[src/rtl/skip_eval_pkg.sv]
// Package: shared constants and the decoded-instruction type for the skip
// evaluator. Assumes the fixed 18-bit instruction layout: opcode in bits
// 17:12 (bit 12 = invert), condition mask bits 10:6, selectors 5:3 and 2:0.
package skip_eval_pkg;

    localparam int WORD_W    = 18;
    localparam int OP_HI     = 17;
    localparam int OP_LO     = 13;
    localparam int INV_BIT   = 12;
    localparam int SPARE_BIT = 11;
    localparam int IOSGN_BIT = 10;
    localparam int OVF_BIT   = 9;
    localparam int MINUS_BIT = 8;
    localparam int PLUS_BIT  = 7;
    localparam int ZERO_BIT  = 6;
    localparam int SEL_W     = 3;
    localparam int SW_LO     = 3;
    localparam int FLG_LO    = 0;

    // Upper five opcode bits shared by the skip-if and skip-if-not forms.
    localparam logic [OP_HI-OP_LO:0] SKIP_OP = 5'b11010;

    typedef struct packed {
        logic             is_skip;
        logic             invert;
        logic             t_zero;
        logic             t_plus;
        logic             t_minus;
        logic             t_ovf;
        logic             t_iosgn;
        logic [SEL_W-1:0] sw_sel;
        logic [SEL_W-1:0] flg_sel;
    } skip_fields_t;

endpackage

[src/rtl/skip_instr_decode.sv]
// Module: splits an instruction word into the skip-group fields.
// Assumes the layout in skip_eval_pkg; the spare mask bit carries no test.
module skip_instr_decode
    import skip_eval_pkg::*;
(
    input  logic [WORD_W-1:0] instr,
    output skip_fields_t      fields
);

    logic unused_spare;

    // Field extraction and opcode match.
    always_comb begin
        fields.is_skip = (instr[OP_HI:OP_LO] == SKIP_OP);
        fields.invert  = instr[INV_BIT];
        fields.t_zero  = instr[ZERO_BIT];
        fields.t_plus  = instr[PLUS_BIT];
        fields.t_minus = instr[MINUS_BIT];
        fields.t_ovf   = instr[OVF_BIT];
        fields.t_iosgn = instr[IOSGN_BIT];
        fields.sw_sel  = instr[SW_LO +: SEL_W];
        fields.flg_sel = instr[FLG_LO +: SEL_W];
    end

    assign unused_spare = instr[SPARE_BIT];

endmodule

[src/rtl/skip_word_test.sv]
// Module: zero and sign tests on one ones'-complement word.
// Assumes the sign is the top bit; only the all-zeros pattern is zero.
module skip_word_test #(
    parameter int W = 18
) (
    input  logic [W-1:0] word,
    output logic         is_zero,
    output logic         is_plus,
    output logic         is_minus
);

    // Zero detect and sign split.
    always_comb begin
        is_zero  = (word == '0);
        is_minus = word[W-1];
        is_plus  = ~word[W-1];
    end

endmodule

[src/rtl/skip_group_test.sv]
// Module: numbered test over a bank of lines (switches or flags).
// Selector 1..N tests line N-1 for zero; all-ones selector tests every line
// for zero; 0 or an unmatched code gives no condition.
// Assumes N_LINES < 2**SEL_W - 1 so the all-ones code is free.
module skip_group_test #(
    parameter int N_LINES = 6,
    parameter int SEL_W   = 3
) (
    input  logic [SEL_W-1:0]   sel,
    input  logic [N_LINES-1:0] lines,
    output logic               cond
);

    localparam logic [SEL_W-1:0] ALL_CODE = '1;

    logic [N_LINES-1:0] hit;

    for (genvar i = 0; i < N_LINES; i++) begin : g_line
        // Single-line match for selector value i+1.
        assign hit[i] = (sel == SEL_W'(i + 1)) && !lines[i];
    end

    // Combine single-line hits with the all-lines test.
    always_comb begin
        cond = (|hit) || ((sel == ALL_CODE) && (lines == '0));
    end

endmodule

[src/rtl/skip_eval.sv]
// Module: skip-group evaluator top. Decodes the instruction, evaluates all
// selected conditions, ORs them, applies the invert bit and registers the
// skip request plus the overflow-clear strobe. Assumes inputs are stable at
// the rising edge; synchronous active-low reset.
module skip_eval
    import skip_eval_pkg::*;
#(
    parameter int NUM_SW  = 6,
    parameter int NUM_FLG = 6
) (
    input  logic              clk,
    input  logic              rst_n,
    input  logic [WORD_W-1:0] instr,
    input  logic [WORD_W-1:0] acc,
    input  logic [WORD_W-1:0] io_reg,
    input  logic              ovf,
    input  logic [NUM_SW-1:0] sense_sw,
    input  logic [NUM_FLG-1:0] prog_flag,
    output logic              skip_req,
    output logic              ovf_clear
);

    skip_fields_t f;
    logic ac_zero, ac_plus, ac_minus;
    logic io_zero_unused, io_plus, io_minus_unused;
    logic sw_cond, flg_cond;
    logic any_cond, decision;

    skip_instr_decode u_dec (
        .instr  (instr),
        .fields (f)
    );

    skip_word_test #(.W(WORD_W)) u_ac (
        .word     (acc),
        .is_zero  (ac_zero),
        .is_plus  (ac_plus),
        .is_minus (ac_minus)
    );

    skip_word_test #(.W(WORD_W)) u_io (
        .word     (io_reg),
        .is_zero  (io_zero_unused),
        .is_plus  (io_plus),
        .is_minus (io_minus_unused)
    );

    skip_group_test #(.N_LINES(NUM_SW), .SEL_W(SEL_W)) u_sw (
        .sel   (f.sw_sel),
        .lines (sense_sw),
        .cond  (sw_cond)
    );

    skip_group_test #(.N_LINES(NUM_FLG), .SEL_W(SEL_W)) u_flg (
        .sel   (f.flg_sel),
        .lines (prog_flag),
        .cond  (flg_cond)
    );

    // OR of every selected condition, then the invert.
    always_comb begin
        any_cond = (f.t_zero  && ac_zero)  ||
                   (f.t_plus  && ac_plus)  ||
                   (f.t_minus && ac_minus) ||
                   (f.t_ovf   && !ovf)     ||
                   (f.t_iosgn && io_plus)  ||
                   sw_cond || flg_cond;
        decision = any_cond ^ f.invert;
    end

    // Output register: one decision per clock, gated by the opcode match.
    always_ff @(posedge clk) begin
        if (!rst_n) begin
            skip_req  <= 1'b0;
            ovf_clear <= 1'b0;
        end else begin
            skip_req  <= f.is_skip && decision;
            ovf_clear <= f.is_skip && f.t_ovf;
        end
    end

    p_reset_quiet_r1: assert property (@(posedge clk)
        !$past(rst_n) |-> (!skip_req && !ovf_clear));

    p_nonskip_quiet_r2: assert property (@(posedge clk) disable iff (!rst_n)
        !$past(f.is_skip) |-> (!skip_req && !ovf_clear));

    p_minus_zero_r4: assert property (@(posedge clk) disable iff (!rst_n)
        $past(rst_n && f.is_skip && !f.invert && instr[10:0] == 11'o0100 && acc == '1)
        |-> !skip_req);

    p_ovf_strobe_r6: assert property (@(posedge clk) disable iff (!rst_n)
        $past(rst_n && f.is_skip && f.t_ovf) |-> ovf_clear);

    p_empty_invert_r10: assert property (@(posedge clk) disable iff (!rst_n)
        $past(rst_n && f.is_skip && f.invert && instr[10:0] == 11'o0) |-> skip_req);

endmodule

[config.mk]
export PLATFORM = sky130hd
export DESIGN_NAME = skip_eval
export DESIGN_NICKNAME = d
export VERILOG_FILES = /design/src/rtl/skip_eval_pkg.sv /design/src/rtl/skip_instr_decode.sv /design/src/rtl/skip_word_test.sv /design/src/rtl/skip_group_test.sv /design/src/rtl/skip_eval.sv
export SDC_FILE = /design/constraint.sdc
export NUM_CORES = 1
export LEC_CHECK = 0
export BUFFER_PORTS_ARGS = -buffer_cell sky130_fd_sc_hd__buf_2
export CAP_MARGIN = 30
export CORE_MARGIN = 4
export CORE_UTILIZATION = 29
export CTS_CLUSTER_SIZE = 24
export DETAILED_ROUTE_END_ITERATION = 8
export PLACE_DENSITY = 0.79
export SYNTH_ARGS = -nofsm -noshare
export SYNTH_HDL_FRONTEND = slang
export SYNTH_HIERARCHICAL = 1
export SYNTH_SLANG_ARGS = --single-unit
[constraint.sdc]
create_clock -name clk -period 1.8 [get_ports clk]
set_input_delay 0.09 -clock clk [delete_from_list [all_inputs] [get_ports clk]]
set_output_delay 0.09 -clock clk [all_outputs]
set_load 0.01 [all_outputs]
---- Yosys cells after proc, flatten, opt, wreduce, memory -nomap -nowiden ----
Index checks and enable logic that the tools add are counted.
word-level totals
  register bits ........................... 2
  logic and storage cells ................. 67
  bits of input ports ..................... 69
cells by class
  equal/unequal tests ..................... 15
  bitwise gates (word level) .............. 3
  reduce and logical (&&, ||, !) cells .... 47
operators by type and width
  operator                                             count
  equality test 3 bit, second input constant           8
  logical AND 1 bit                                    21
  zero test 18 bit                                     1
  zero test 1 bit                                      13
  equality test 3 x 2 -> 1 bit, second input constant  4
  zero test 6 bit                                      2
  OR reduction 6 bit                                   2
  logical OR 1 bit                                     8
  equality test 3 x 1 -> 1 bit, second input constant  2
  equality test 5 bit, second input constant           1
  inverter 1 bit                                       2
  XOR 1 bit                                            1

---- Longest topological paths before layout ----
Gate-level depths: netlist of the first run.
  word-level depth ........................ 10
  gate-level depth with buffers ........... 7
  depth with buffers taken out ............ 6

---- Hierarchy ----
Netlist of the first run, hierarchy kept.
by module, submodules not included
  module             seq. area each (sq um)  cells each  area each (sq um)  times used
  skip_group_test    0.0                     9           80.1               2
  skip_eval          40.0                    11          110.1              1
  skip_word_test     0.0                     8           55.1               2
  skip_instr_decode  0.0                     14          102.6              1

---- Least setup slack after synthesis of the first run ----
No wires, ideal clock.
  path type ............................... in2reg
  start point ............................. input port acc[5]
  end point ............................... register skip_req
  setup slack ............................. 0.483 ns
  data arrival time ....................... 1.246 ns
  required time ........................... 1.728 ns
  stages .................................. 5
  library setup time ...................... 0.072 ns
  path through ............................ or4_1 -> nor4_2 -> a22oi_2 -> o2111ai_1 -> mux2i_1
between the ends
  cells in the longest elaborated chain, start to end .. 10
RTL lines
  item                  line                  RTL
  from (decl)           skip_eval.sv:14       input logic [WORD_W-1:0] acc,
  zero test 18 bit      skip_word_test.sv:14  is_zero = (word == '0);
  via ac_zero           skip_eval.sv:24       logic ac_zero, ac_plus, ac_minus;
  logical AND 1 bit     skip_eval.sv:62       any_cond = (f.t_zero && ac_zero) ||
  logical OR 1 bit      skip_eval.sv:62
  logical OR 1 bit      skip_eval.sv:63       (f.t_plus && ac_plus) ||
  logical OR 1 bit      skip_eval.sv:64       (f.t_minus && ac_minus) ||
  logical OR 1 bit      skip_eval.sv:65       (f.t_ovf && !ovf) ||
  logical OR 1 bit      skip_eval.sv:66       (f.t_iosgn && io_plus) ||
  logical OR 1 bit      skip_eval.sv:67       sw_cond || flg_cond;
  XOR 1 bit             skip_eval.sv:68       decision = any_cond ^ f.invert;
  logical AND 1 bit     skip_eval.sv:77       skip_req <= f.is_skip && decision;
  to (signal assigned)  skip_eval.sv:77
  to (decl)             skip_eval.sv:19       output logic skip_req,
The timed path passes the listed nets, and every way through them passes these cells.
A chain may end at the register's enable or synchronous reset.

---- Final worst setup path of the first run ----
Ends and elaborated chain as after synthesis.

==> run_results.csv, run 1 <==
group,metric,value,unit
status,status,"finished clean",
clock_network,cts_setup_buffers,0,
clock_network,ctsResizeCount,0,
worst_setup_path,path_cells,"buf_2 -> or4_1 -> nor4_2 -> a22oi_2 -> o2111ai_1 -> mux2i_1",
timing,tightest_slew,278,ps
clock_network,cts_root_buf,"clkbuf_4",
floorplanning,die-area,2170,sq um
drt,wl_per_cell,12.6,um
layout,diodes,0,
power,leakage,0.350,nW
timing,tns,0,ps
placement,dp_hpwl,1190,um
drt,via_count,534,
worst_setup_path,worst-path-buf-inv,1,
worst_setup_path,critPathMaxFanout,1,
layout,drive_above_1_share,0.638,
placement,port_buffers,52,
drt,drt_first_pass_iters,3,
timing,final-setup-viol-count,0,
synth,syn-mean-instance-area,8.30,sq um
min_path,min_path_type,"primary input to register",
floorplanning,pin_count,71,
timing,finalCritPeriodShare,0.701,
clock_network,cts_buffers,3,
global_routing,grt_remaining_overflow,0,
synth,post_synth_inst_count,52,
global_routing,antenna_found_initial,0,
synth,yosysWarnings,6,
placement,dp.cells,106,
worst_setup_path,slowest_delay,530,ps
global_routing,track_usage,0.113,
drt,drc,0,
drt,wirelength,1380,um
drt,vias_per_cell,4.90,
clock_network,clock-sinks,2,
worst_setup_path,crit_required,1950,ps
floorplanning,core_area,1350,sq um
worst_setup_path,worst_setup_path_start_kind,"primary input",
synth,syn_nets,121,
timing,slew_headroom,0.813,
worst_setup_path,critical-path-slowest-cell,"or4_1",
power,powerDensity,389,nW/um^2
clock_network,h-tree-depth,1,
layout,layout.nets,165,
global_routing,grt_start_max_net_pins,5,
worst_setup_path,endpoint_kind,"register",
clock_network,hold_buffers,0,
timing,max_freq,793,MHz
power,peakVddDrop,0.140,mV
clock_network,max-clock-path-buffers,2,
floorplanning,die_w,46.6,um
floorplanning,initial_core_util,0.320,
timing,grt_setup_unrepaired,"no",
global_routing,grt_pass1_wl,1750,um
drt,first_iter_violations,2,
worst_setup_path,worst-setup-path-type,"primary input to register",
placement,gp_congestion,0.696,
drt,antenna_left,0,
floorplanning,rows,13,
clock_network,clkTransAtPathRegs,40,ps
timing,hold_viol_final,0,
synth,syn_area,432,sq um
timing,fin_crit,1260,ps
global_routing,grt_pass1_vias,490,
run,drv_cap,0,
floorplanning,die_height,46.6,um
timing,slew_viol_final,0,
worst_setup_path,critical_path.top_delay_family,"simple AND/OR/NAND/NOR gates",
layout,areaGrowthSynthToFinish,47.2,%
clock_network,cts_tree,"yes",
layout,stdcell_count,109,
worst_setup_path,cp.arrival,1410,ps
==> final cells by class <==
type                       count  area [sq um]
clock buffer                   3          22.5
fill                         142           714
inverter                       5          18.8
multi-input combinational     32           275
sequential                     2          40.0
tap                           15          18.8
timing repair buffer          52           260
==> state kept, by name (all words and copies together) (netlist names) <==
| register | cells |
|---|---|
| ovf_clear | 1 |
| skip_req | 1 |
==> routing by layer <==
layer  vias up  GRT usage  share of wire
met5         -          0              0
met4         0     0.0511              0
met3         0     0.0391           0.18
met2        35      0.217           0.51
met1       222      0.105           0.31
li1        277          -              -
==> where the power goes <==
group / switching, mW / total, mW / leakage [nW] / internal [mW]
combinational: 0.0382 / 0.100 / 0.320 / 0.0619
clock: 0.0285 / 0.102 / 0.0138 / 0.0739
sequential: 0.0000748 / 0.0450 / 0.0161 / 0.0449
total: 0.0668 / 0.248 / 0.350 / 0.181
==> stage by stage <==
stage               worst slack, ps  instance area, sq um  power (mW)  hold slack (ps)  utilization
floorplan                       483                   432       0.104              249            -
global placement                314                   613       0.143              339        0.454
detailed placement              311                   613       0.146              340        0.454
CTS                             526                   636       0.252              135        0.471
global route                    452                   636       0.266              147        0.471
finish                          538                   636       0.248              143        0.471
==> placed cells by master (no fill, tap or decap) <==
cell,count
or4_1,1
mux2i_1,5
a22oi_2,2
inv_1,5
nor2_1,2
nand3_1,2
nor4_1,5
a32oi_1,2
o311ai_1,2
nor4bb_1,2
nand3b_1,3
nor4_2,1
clkbuf_4,3
o2111ai_1,1
and3_1,1
buf_2,52
dfxtp_1,2
nand4b_1,1
mux2_4,2
==> path summary, 6_finish.rpt <==
check / from / to / depth (start not counted)
hold / removal: instr[9] / ovf_clear$_SDFF_PN0_ / 2
setup / recovery: acc[5] / skip_req$_SDFF_PN0_ / 6
(Power assumes the default switching activity.)
==> run 2: changes to the inputs <==
--- a/config.mk
+++ b/config.mk
@@ -8,10 +8,10 @@
 export BUFFER_PORTS_ARGS = -buffer_cell sky130_fd_sc_hd__buf_2
 export CAP_MARGIN = 30
 export CORE_MARGIN = 4
-export CORE_UTILIZATION = 29
+export CORE_UTILIZATION = 26
 export CTS_CLUSTER_SIZE = 24
 export DETAILED_ROUTE_END_ITERATION = 8
-export PLACE_DENSITY = 0.79
+export PLACE_DENSITY = 0.75
 export SYNTH_ARGS = -nofsm -noshare
 export SYNTH_HDL_FRONTEND = slang
 export SYNTH_HIERARCHICAL = 1
==> constraint.sdc (replaced) <==
create_clock -name clk -period 1.1 [get_ports clk]
set_input_delay 0.055 -clock clk [delete_from_list [all_inputs] [get_ports clk]]
set_output_delay 0.055 -clock clk [all_outputs]
set_load 0.01 [all_outputs]
==> run 2 against run 1 <==
  * The flow now finishes with violations (setup timing)
  * Design area rose by 8.9%
  * First-iteration DRC count rose to 3.0 times the previous value
  * Total power increased by 72%
  * Clock power rose by 65%
  * Largest power group is now combinational cells
  * Combinational power up 84%
  * Highest routed layer unchanged
  * Non-clock buffer count rose by 4
  * Setup slack got worse by 560 ps
  * Worst hold slack lost 67 ps
  * Largest cell class is now buffers
==> run_results.csv, run 2 (synthesis results as in run 1) <==
group,metric,value,unit
clock_network,clock-sinks,2,
worst_setup_path,cp.arrival,1270,ps
placement,dpl_cell_area,644,sq um
min_path,min_path_type,"primary input to register",
layout,layout_commonest_cell,"buf_2",
power,pwr-share-seq,0.173,
layout,drive_above_1_share,0.673,
drt,antenna_left,0,
floorplanning,die_height,48.7,um
power,peakVddDrop,0.206,mV
global_routing,grt_start_max_net_pins,5,
worst_setup_path,cp_num_cells,6,
clock_network,h-tree-depth,1,
timing,final-setup-viol-count,1,
drt,wirelength,1350,um
clock_network,max-clock-path-buffers,2,
clock_network,cts_tree,"yes",
layout,layout_common_cells,"buf_2 (51), inv_1 (5), mux2i_1 (5), nor4_1 (5), buf_4 (4)",
status,status,"complete, but fails checks",
min_path,whs_path_depth,2,
drt,via_count,565,
drt,drt_first_pass_iters,4,
power,p_total,426,uW
timing,max_freq,894,MHz
power,internal-power,309,uW
layout,diodes,0,
worst_setup_path,worst-setup-path-type,"primary input to register",
timing,finalCritPeriodShare,1.02,
timing,tns,-18.3,ps
global_routing,grt_pass1_wl,2050,um
timing,slew_viol_final,0,
power,powerDensity,615,nW/um^2
drt,vias_per_cell,4.96,
power,p_sw_frac,0.274,
timing,hold_viol_final,0,
layout,stdcell_count,114,
worst_setup_path,path_cells,"buf_6 -> or4_4 -> nor4_4 -> a22oi_2 -> o2111ai_2 -> mux2i_1",
power,comb_power_share,0.433,
power,pwr-share-clk,0.394,
floorplanning,die_w,48.7,um
global_routing,track_usage,0.109,
power,leakage,0.378,nW
layout,reg.largest.list,"ovf_clear (1), skip_req (1)",
clock_network,cts_root_buf,"clkbuf_4",
status,violations,"setup timing",
placement,port_buffers,52,
placement,dp.cells,111,
timing,fin_crit,1120,ps
placement,dp_hpwl,1160,um
clock_network,cts_buffers,3,
drt,first_iter_violations,6,
global_routing,grt_pass1_vias,528,
layout,areaGrowthSynthToFinish,60.3,%
timing,tightest_slew,272,ps
floorplanning,initial_core_util,0.280,
layout,layout.nets,169,
floorplanning,core_area,1540,sq um
drt,drc,0,
worst_setup_path,endpoint_kind,"register",
worst_setup_path,crit_required,1260,ps
worst_setup_path,worst_setup_path_start_kind,"primary input",
worst_setup_path,critical_path.top_delay_family,"simple AND/OR/NAND/NOR gates",
timing,grt_setup_unrepaired,"yes",
power,p_sw,117,uW
floorplanning,pin_count,71,
layout,final_cell_area,692,sq um
worst_setup_path,worst-path-buf-inv,1,
worst_setup_path,slowest_delay,530,ps
drt,wl_per_cell,11.8,um
worst_setup_path,critical-path-slowest-cell,"or4_4",
timing,fin_ws,-18.3,ps
global_routing,antenna_found_initial,0,
layout,utilization,0.449,
worst_setup_path,critPathMaxFanout,1,
floorplanning,rows,14,
timing,slew_headroom,0.817,
global_routing,grt_remaining_overflow,0,
placement,gp_congestion,0.626,
floorplanning,die-area,2380,sq um
run,drv_cap,0,
clock_network,clkTransAtPathRegs,30,ps
clock_network,hold_buffers,0,
run 2: path summary, 6_finish.rpt:
check | from | end | slack (ps)
max | acc[11] | skip_req$_SDFF_PN0_ | -20
min | instr[9] | ovf_clear$_SDFF_PN0_ | 80
run 2: layer usage:
layer | wire length (um) | GRT usage
met1 | 498 | 0.101
met2 | 704 | 0.191
met3 | 142 | 0.0552
met4 | 0 | 0.0538
met5 | 0 | 0
run 2: what timing repair did:
action,in CTS,in global routing
endpoints found under the setup margin,1,1
pin swaps,4,1
setup buffers,0,0
gates resized for setup,4,0
run 2: cell type report:
cell class / instances / area (sq um)
clock buffers: 3 / 22.5
fillers: 162 / 850
inverters: 5 / 18.8
multi-input cells: 32 / 294
flip-flops and latches: 2 / 40.0
well taps: 16 / 20.0
repair buffers: 56 / 297
run 2: through the flow:
step / hold WS [ps] / worst slack (ps)
floorplan: 214 / -182
finish: 76.3 / -18.3
detailed placement: 307 / -344
global route: 82.4 / -77.4
CTS: 74.5 / -87.5
global placement: 301 / -327
run 2: power groups by stage:
stage,combinational (mW),sequential [mW],clock [mW]
after floorplan,0.0961,0.0749,0
after global placement,0.170,0.0746,0
after detailed placement,0.176,0.0746,0
after CTS,0.186,0.0736,0.176
after global routing,0.203,0.0736,0.196
final,0.184,0.0736,0.168
